<file path="config.mk">
export PLATFORM = sky130hd
export DESIGN_NAME = bank_cs_decoder
export DESIGN_NICKNAME = d
export VERILOG_FILES = /design/src/rtl/bank_dec_pkg.sv /design/src/rtl/bank_regs.sv /design/src/rtl/bank_match.sv /design/src/rtl/bank_prio_sel.sv /design/src/rtl/bank_cs_decoder.sv
export SDC_FILE = /design/constraint.sdc
export NUM_CORES = 1
export LEC_CHECK = 0
export BUFFER_PORTS_ARGS = -buffer_cell sky130_fd_sc_hd__buf_2
export CAP_MARGIN = 10
export CORE_MARGIN = 2
export CORE_UTILIZATION = 53
export CTS_CLUSTER_SIZE = 14
export DETAILED_ROUTE_END_ITERATION = 8
export MAX_ROUTING_LAYER = met4
export PLACE_DENSITY_LB_ADDON = 0.25
export SETUP_SLACK_MARGIN = 0.4
export SYNTH_ARGS = -nofsm -noshare
export SYNTH_HDL_FRONTEND = slang
export SYNTH_SLANG_ARGS = --single-unit
</file>
<file path="constraint.sdc">
create_clock -name clk -period 3.15 [get_ports clk]
set_clock_uncertainty 0.05 [all_clocks]
set_input_delay 0.1575 -clock clk [delete_from_list [all_inputs] [get_ports clk]]
set_output_delay 0.1575 -clock clk [all_outputs]
set_load 0.01 [all_outputs]
</file>
<file path="src/rtl/bank_dec_pkg.sv">
// Package: shared field types and register layout for the bank decoder.
// Assumes a 32-bit register word; field positions are fixed here.
package bank_dec_pkg;
    localparam int REG_W = 32;
    localparam int BA_W  = 17;
    localparam int AT_W  = 3;

    localparam logic [AT_W-1:0] EXT_TYPE = 3'b100;

    typedef struct packed {
        logic [BA_W-1:0] ba;   // base address bits
        logic [AT_W-1:0] at;   // address-space type
        logic [1:0]      ps;   // port size
        logic            pe;   // parity enable
        logic            wp;   // write protect
        logic [1:0]      ms;   // machine select
        logic            v;    // bank valid
    } base_t;

    typedef struct packed {
        logic [BA_W-1:0] am;   // address compare mask
        logic [AT_W-1:0] atm;  // type compare mask
    } opt_t;

    // Build the readable base word; reserved bits stay zero.
    function automatic logic [REG_W-1:0] pack_base(base_t b);
        return {b.ba, b.at, b.ps, b.pe, b.wp, b.ms, 5'b0, b.v};
    endfunction

    // Extract base fields from a written word.
    function automatic base_t unpack_base(logic [REG_W-1:0] w);
        base_t b;
        b.ba = w[31:15];
        b.at = w[14:12];
        b.ps = w[11:10];
        b.pe = w[9];
        b.wp = w[8];
        b.ms = w[7:6];
        b.v  = w[0];
        return b;
    endfunction

    function automatic logic [REG_W-1:0] pack_opt(opt_t o);
        return {o.am, o.atm, 12'b0};
    endfunction

    function automatic opt_t unpack_opt(logic [REG_W-1:0] w);
        opt_t o;
        o.am  = w[31:15];
        o.atm = w[14:12];
        return o;
    endfunction
endpackage

</file>
<file path="src/rtl/bank_regs.sv">
// Module: holds one bank's base and option fields.
// Assumes the write strobes are already decoded for this bank. Bank 0 takes its
// valid bit and port size from configuration pins at reset; others reset empty.
module bank_regs
    import bank_dec_pkg::*;
#(
    parameter int BANK_IDX = 0
) (
    input  logic             clk,
    input  logic             rst_n,
    input  logic             we_base,
    input  logic             we_opt,
    input  logic [REG_W-1:0] wdata,
    input  logic             cfg_valid,
    input  logic [1:0]       cfg_ps,
    output base_t            base_q,
    output opt_t             opt_q
);
    localparam bit IS_BOOT = (BANK_IDX == 0);

    // Base fields: reset load, then register-bus writes.
    always_ff @(posedge clk) begin
        if (!rst_n) begin
            base_q    <= '0;
            base_q.v  <= IS_BOOT ? cfg_valid : 1'b0;
            base_q.ps <= IS_BOOT ? cfg_ps : 2'b00;
        end else if (we_base) begin
            base_q <= unpack_base(wdata);
        end
    end

    // Option fields: cleared at reset, written by the register bus.
    always_ff @(posedge clk) begin
        if (!rst_n)      opt_q <= '0;
        else if (we_opt) opt_q <= unpack_opt(wdata);
    end
endmodule

</file>
<file path="src/rtl/bank_match.sv">
// Module: compares one bank against the current access.
// Assumes the access type is already resolved for external masters.
module bank_match
    import bank_dec_pkg::*;
(
    input  base_t           base_i,
    input  opt_t            opt_i,
    input  logic [BA_W-1:0] addr_hi,
    input  logic [AT_W-1:0] atype,
    output logic            match
);
    logic addr_ok;
    logic type_ok;

    // Masked address and type equality, gated by the valid bit.
    always_comb begin
        addr_ok = ((addr_hi ^ base_i.ba) & opt_i.am) == '0;
        type_ok = ((atype ^ base_i.at) & opt_i.atm) == '0;
        match   = base_i.v & addr_ok & type_ok;
    end
endmodule

</file>
<file path="src/rtl/bank_prio_sel.sv">
// Module: fixed-priority pick of the lowest set bit of a match vector.
// Assumes N is at least 2.
module bank_prio_sel #(
    parameter int N     = 8,
    parameter int IDX_W = $clog2(N)
) (
    input  logic [N-1:0]     req,
    output logic             found,
    output logic [IDX_W-1:0] idx
);
    // Scan from the top so the lowest matching index is the last one kept.
    always_comb begin
        found = 1'b0;
        idx   = '0;
        for (int i = N - 1; i >= 0; i--) begin
            if (req[i]) begin
                found = 1'b1;
                idx   = IDX_W'(i);
            end
        end
    end
endmodule

</file>
<file path="src/rtl/bank_cs_decoder.sv">
// Module: top of the bank decoder. Register file, parallel match, priority
// pick, chip select, write-protect handling and the sticky error bit.
// Assumes the access inputs are stable in the cycle they are presented; all
// decode outputs are combinational, only wp_err is registered.
module bank_cs_decoder
    import bank_dec_pkg::*;
#(
    parameter int NUM_BANKS = 8,
    parameter int IDX_W     = $clog2(NUM_BANKS),
    parameter int RA_W      = IDX_W + 2
) (
    input  logic             clk,
    input  logic             rst_n,
    input  logic             cfg_bank0_valid,
    input  logic [1:0]       cfg_bank0_ps,
    input  logic             reg_we,
    input  logic [RA_W-1:0]  reg_addr,
    input  logic [REG_W-1:0] reg_wdata,
    output logic [REG_W-1:0] reg_rdata,
    input  logic             acc_valid,
    input  logic             acc_write,
    input  logic             acc_ext,
    input  logic [BA_W-1:0]  acc_addr_hi,
    input  logic [AT_W-1:0]  acc_type,
    output logic             hit,
    output logic [IDX_W-1:0] hit_bank,
    output logic [NUM_BANKS-1:0] chip_sel,
    output logic             xfer_ack,
    output logic [1:0]       port_size,
    output logic             parity_en,
    output logic [1:0]       machine,
    output logic             wp_err
);
    localparam logic [RA_W-1:0] STAT_ADDR = RA_W'(1) << (RA_W - 1);

    base_t bank_base [NUM_BANKS];
    opt_t  bank_opt  [NUM_BANKS];
    logic [NUM_BANKS-1:0] bank_hit;
    logic [AT_W-1:0]      eff_type;
    logic                 is_bank_reg;
    logic [IDX_W-1:0]     reg_bank;
    logic                 found;
    logic [IDX_W-1:0]     win;
    base_t                win_base;
    logic                 wp_block;
    logic                 wp_set;
    logic                 wp_clr;

    assign is_bank_reg = ~reg_addr[RA_W-1];
    assign reg_bank    = reg_addr[IDX_W:1];

    // External masters carry a fixed address type.
    assign eff_type = acc_ext ? EXT_TYPE : acc_type;

    for (genvar g = 0; g < NUM_BANKS; g++) begin : g_bank
        logic we_b;
        logic we_o;
        assign we_b = reg_we & is_bank_reg & (reg_bank == IDX_W'(g)) & ~reg_addr[0];
        assign we_o = reg_we & is_bank_reg & (reg_bank == IDX_W'(g)) &  reg_addr[0];

        bank_regs #(.BANK_IDX(g)) u_regs (
            .clk       (clk),
            .rst_n     (rst_n),
            .we_base   (we_b),
            .we_opt    (we_o),
            .wdata     (reg_wdata),
            .cfg_valid (cfg_bank0_valid),
            .cfg_ps    (cfg_bank0_ps),
            .base_q    (bank_base[g]),
            .opt_q     (bank_opt[g])
        );

        bank_match u_match (
            .base_i  (bank_base[g]),
            .opt_i   (bank_opt[g]),
            .addr_hi (acc_addr_hi),
            .atype   (eff_type),
            .match   (bank_hit[g])
        );
    end

    bank_prio_sel #(.N(NUM_BANKS), .IDX_W(IDX_W)) u_prio (
        .req   (bank_hit),
        .found (found),
        .idx   (win)
    );

    // Decode outputs for the winning bank.
    always_comb begin
        win_base  = bank_base[win];
        hit       = acc_valid & found;
        wp_block  = hit & acc_write & win_base.wp;
        xfer_ack  = hit & ~wp_block;
        chip_sel  = '0;
        if (xfer_ack) chip_sel[win] = 1'b1;
        hit_bank  = hit ? win : '0;
        port_size = hit ? win_base.ps : 2'b00;
        parity_en = hit & win_base.pe;
        machine   = hit ? win_base.ms : 2'b00;
    end

    assign wp_set = wp_block;
    assign wp_clr = reg_we & (reg_addr == STAT_ADDR) & reg_wdata[0];

    // Sticky write-protect error; a new violation beats a clear.
    always_ff @(posedge clk) begin
        if (!rst_n)      wp_err <= 1'b0;
        else if (wp_set) wp_err <= 1'b1;
        else if (wp_clr) wp_err <= 1'b0;
    end

    // Register read mux.
    always_comb begin
        reg_rdata = '0;
        if (reg_addr == STAT_ADDR)
            reg_rdata = {{(REG_W-1){1'b0}}, wp_err};
        else if (is_bank_reg)
            reg_rdata = reg_addr[0] ? pack_opt(bank_opt[reg_bank])
                                    : pack_base(bank_base[reg_bank]);
    end
endmodule

</file>
==> flow_summary.json <==
{
  "wirelength_um": 81000,
  "io_buffers": 106,
  "hp-start": "reg_wdata[13]",
  "nNetsFinal": 2608,
  "slew_headroom": 0.325,
  "finalPower_mw": 10.9,
  "cp_slowest_cell": "or4_4",
  "root_buffer": "clkbuf_16",
  "initial_utilization": 0.536,
  "path_clk_slew_ns": 0.07,
  "p_clk_frac": 0.456,
  "drt_iter0_markers": 2465,
  "fillers": 3285,
  "first_pass_iters": 6,
  "hold_viol": 0,
  "cts_made_buffers": 41,
  "overflow": 0,
  "worst_pin_slew_ns": 1.01,
  "outcome": "finished with violations",
  "globalplace.congestion": 1.05,
  "p_seq_frac": 0.447,
  "hold_slack_ns": 0.0183,
  "fin_util": 0.635,
  "antenna_found_initial": 3,
  "post-route-min-period_ns": 3.82,
  "netlist_instances": 2395,
  "grt_pass1_vias": 18600,
  "synthDistinctLibCells": 58,
  "synth_seq_cells": 377,
  "hold_path_class": "in -> reg",
  "crit_arrival_ns": 3.61,
  "grt_max_degree": 142,
  "synth_edf_count": 3,
  "crit_path_max_incr_delay_ns": 0.58,
  "synthFlopType": "dfxtp_1",
  "p_leak_nw": 8.81,
  "start_kind": "flip-flop",
  "placed_cell_area_sq_mm": 0.0224,
  "vias_per_cell": 6.23,
  "fin_crit_sh": 1.21,
  "final_layout_size_suffix_gt1_frac": 0.211,
  "hold-path-cell-count": 3,
  "dpl.hpwl_um": 57000,
  "clk_latency_ns": 0.59,
  "h-tree-depth": 2,
  "violations": "setup timing",
  "ff2ff_path_depth": 11,
  "netlist_area_sq_mm": 0.0207,
  "dp_slack_ns": -0.568,
  "vias": 19300,
  "yosysWarnings": 0,
  "cts_tree": "yes",
  "max_freq_mhz": 262,
  "globalRouteTotalUtil": 0.407,
  "die_h_um": 202,
  "r2r_end": "wp_err",
  "grt_pass1_wl_um": 120000,
  "ys_async_sr_fraction": 0,
  "r2r_slack_ns": 0.24,
  "slew_violations": 0,
  "core_sq_mm": 0.0386,
  "sw_frac_of_total": 0.254,
  "crit_required_ns": 2.94,
  "path_class": "reg -> out",
  "setup_viol": 16,
  "rsz0062_at_grt": "yes",
  "crit_chain": "xor2_4, a22oi_2, nand4_1, or4_4, nor4b_4, a21o_4, or4_4, a221oi_4, buf_2",
  "vdd_ir_drop_max_mv": 0.451,
  "power-per-cell-area_mw_per_mm2": 443,
  "stdcell_count": 3095,
  "worst_path_most_repeated_cell": "or4_4",
  "design_area_sq_mm": 0.0245,
  "clock_path_buffers": 3,
  "fp.dieW_um": 202,
  "maxCapViolCount": 0,
  "critPathCaptureType": "output port",
  "holdPathEnd": "g_bank[1].u_regs.opt_q[1]",
  "totalNegativeSetupSlack_ns": -8.78,
  "drtAntennaViolNets": 0,
  "dp_cells": 2978,
  "layout_setup_ws_ns": -0.668,
  "drc": 0,
  "ys_seq_area_frac": 0.366,
  "syn_area_per_cell_sq_um": 8.63,
  "wl_per_cell_um": 26.2,
  "r2r_start": "g_bank[6].u_regs.base_q[14]",
  "combPwrFrac": 0.096,
  "ios": 117,
  "syn_to_final_growth_pct": 18.4,
  "cts.sinks": 377,
  "row_count": 72,
  "cellInternalPower_mw": 8.09,
  "critPathMaxFanout": 7,
  "dieArea_sq_mm": 0.0406,
  "power.switching_mw": 2.76
}
[cell usage in the layout (no fill, tap or decap), drive strengths merged, types with 13 or more instances in the layout]
| cell | synthesis | layout |
|---|---|---|
| o21ai | 20 | 20 |
| dfxtp | 374 | 374 |
| inv | 22 | 23 |
| nor2 | 33 | 33 |
| xor2 | 144 | 144 |
| a21boi | 374 | 374 |
| nand2 | 778 | 778 |
| mux2i | 16 | 16 |
| dlygate4sd3 | 0 | 30 |
| mux4 | 114 | 114 |
| nand3 | 22 | 22 |
| a22oi | 109 | 109 |
| buf | 49 | 286 |
| nand4 | 28 | 28 |
| nor2b | 29 | 29 |
| o22ai | 13 | 13 |
| clkbuf | 168 | 62 |
[critical path: cells and delay by family, from the launching register on]
family | cells | cell delay (ns)
and+or+nand+nor | 4 | 1.52
AOI/OAI and AO/OA | 3 | 0.76
DFF | 1 | 0.36
xor gates and xnor gates | 1 | 0.20
buffers and inverters | 1 | 0.17
[per-layer routing]
| metal | global-route usage | wire (um) | vias up |
|---|---|---|---|
| li1 | - | - | 8529 |
| met3 | 0.0768 | 8230 | 250 |
| met1 | 0.515 | 30900 | 9309 |
| met2 | 0.633 | 37400 | 1190 |
| met5 | - | 0 | - |
| met4 | 0.191 | 4480 | 0 |
[how the worst max path moves through the flow]
| stage | from | end | slack (ns) | cells after the start |
|---|---|---|---|---|
| floorplan | g_bank[5].u_regs.base_q[17] | chip_sel[1] | 0.41 | 9 |
| finish | g_bank[6].u_regs.base_q[14] | port_size[1] | -0.67 | 9 |
| CTS | g_bank[6].u_regs.base_q[14] | port_size[1] | -0.57 | 9 |
| global route | g_bank[6].u_regs.base_q[14] | machine[0] | -0.73 | 10 |
| detailed placement | acc_ext | machine[0] | -0.57 | 11 |
| global placement | acc_ext | parity_en | -0.52 | 11 |
[synthesized netlist by cell type (3+ instances only)]
cell | count | area share
buf_1 | 21 | 0.0038
xor2_1 | 144 | 0.061
o21ai_0 | 16 | 0.0039
a221oi_1 | 7 | 0.0030
and3b_1 | 3 | 0.0013
nand3b_1 | 3 | 0.0011
a22oi_1 | 109 | 0.040
mux2i_1 | 16 | 0.0077
xnor2_1 | 10 | 0.0042
inv_1 | 21 | 0.0038
nand2_1 | 778 | 0.14
edfxtp_1 | 3 | 0.0044
nor4_2 | 4 | 0.0024
nor4_1 | 5 | 0.0015
o21ai_1 | 3 | 0.00073
buf_2 | 18 | 0.0044
o22ai_1 | 13 | 0.0039
mux4_2 | 114 | 0.12
nor2_1 | 33 | 0.0060
nor3_1 | 10 | 0.0024
nor2b_1 | 29 | 0.0088
clkbuf_2 | 6 | 0.0015
or3_1 | 6 | 0.0018
dfxtp_1 | 374 | 0.36
a21boi_0 | 373 | 0.14
nand4_1 | 28 | 0.0085
nand3_1 | 22 | 0.0053
o211ai_1 | 6 | 0.0022
and3_1 | 5 | 0.0015
buf_4 | 8 | 0.0029
or4_1 | 6 | 0.0022
nor3b_1 | 3 | 0.0011
clkbuf_1 | 162 | 0.029
nand2b_1 | 4 | 0.0012
a22o_1 | 3 | 0.0013
[flip-flops by register name, summed over array words and instances, names as in the netlist]
register	count
g_bank.u_regs.opt_q	160
wp_err	1
g_bank.u_regs.base_q	216
[cells by family (layout without fill, tap and decap cells)]
logic type                count (synthesis)  count (layout)  share of synthesized area
xor gates and xnor gates                154             154                     0.0652
muxes                                   130             130                      0.132
and+or+nand+nor                         949             949                      0.192
DFF                                     377             377                      0.366
AOI/OAI and AO/OA                       545             545                      0.197
buffers and inverters                   239             413                     0.0470
other                                     1               9                   0.000181
[timing repair]
item / in CTS / in global routing
resized for setup: 34 / 26
endpoints found under the setup margin: 19 / 19
hold buffers: 30 / 0
endpoints found under the hold margin: 296 / 0
pin swaps: 30 / 20
setup buffers: 2 / 7
[area by class of cell]
type / count / area (sq um) / share of cell area
inverter: 22 / 82.6 / 0.00337
multi-input combinational: 1783 / 12500 / 0.510
timing repair buffer: 317 / 2320 / 0.0947
clock buffer: 61 / 1230 / 0.0504
clock inverter: 13 / 119 / 0.00486
antenna: 4 / 10.0 / 0.000409
tap: 518 / 648 / 0.0265
sequential: 377 / 7580 / 0.310
[power by group through the flow]
stage	Sequential, mW	Combinational [mW]	Clock, mW
finish	4.86	1.04	4.95
global route	4.86	1.09	5.16
CTS	4.86	1.00	4.96
detailed placement	4.96	0.955	0
global placement	4.96	0.949	0
floorplan	4.94	0.595	0
Note: power is estimated with default switching activity, not from simulation.
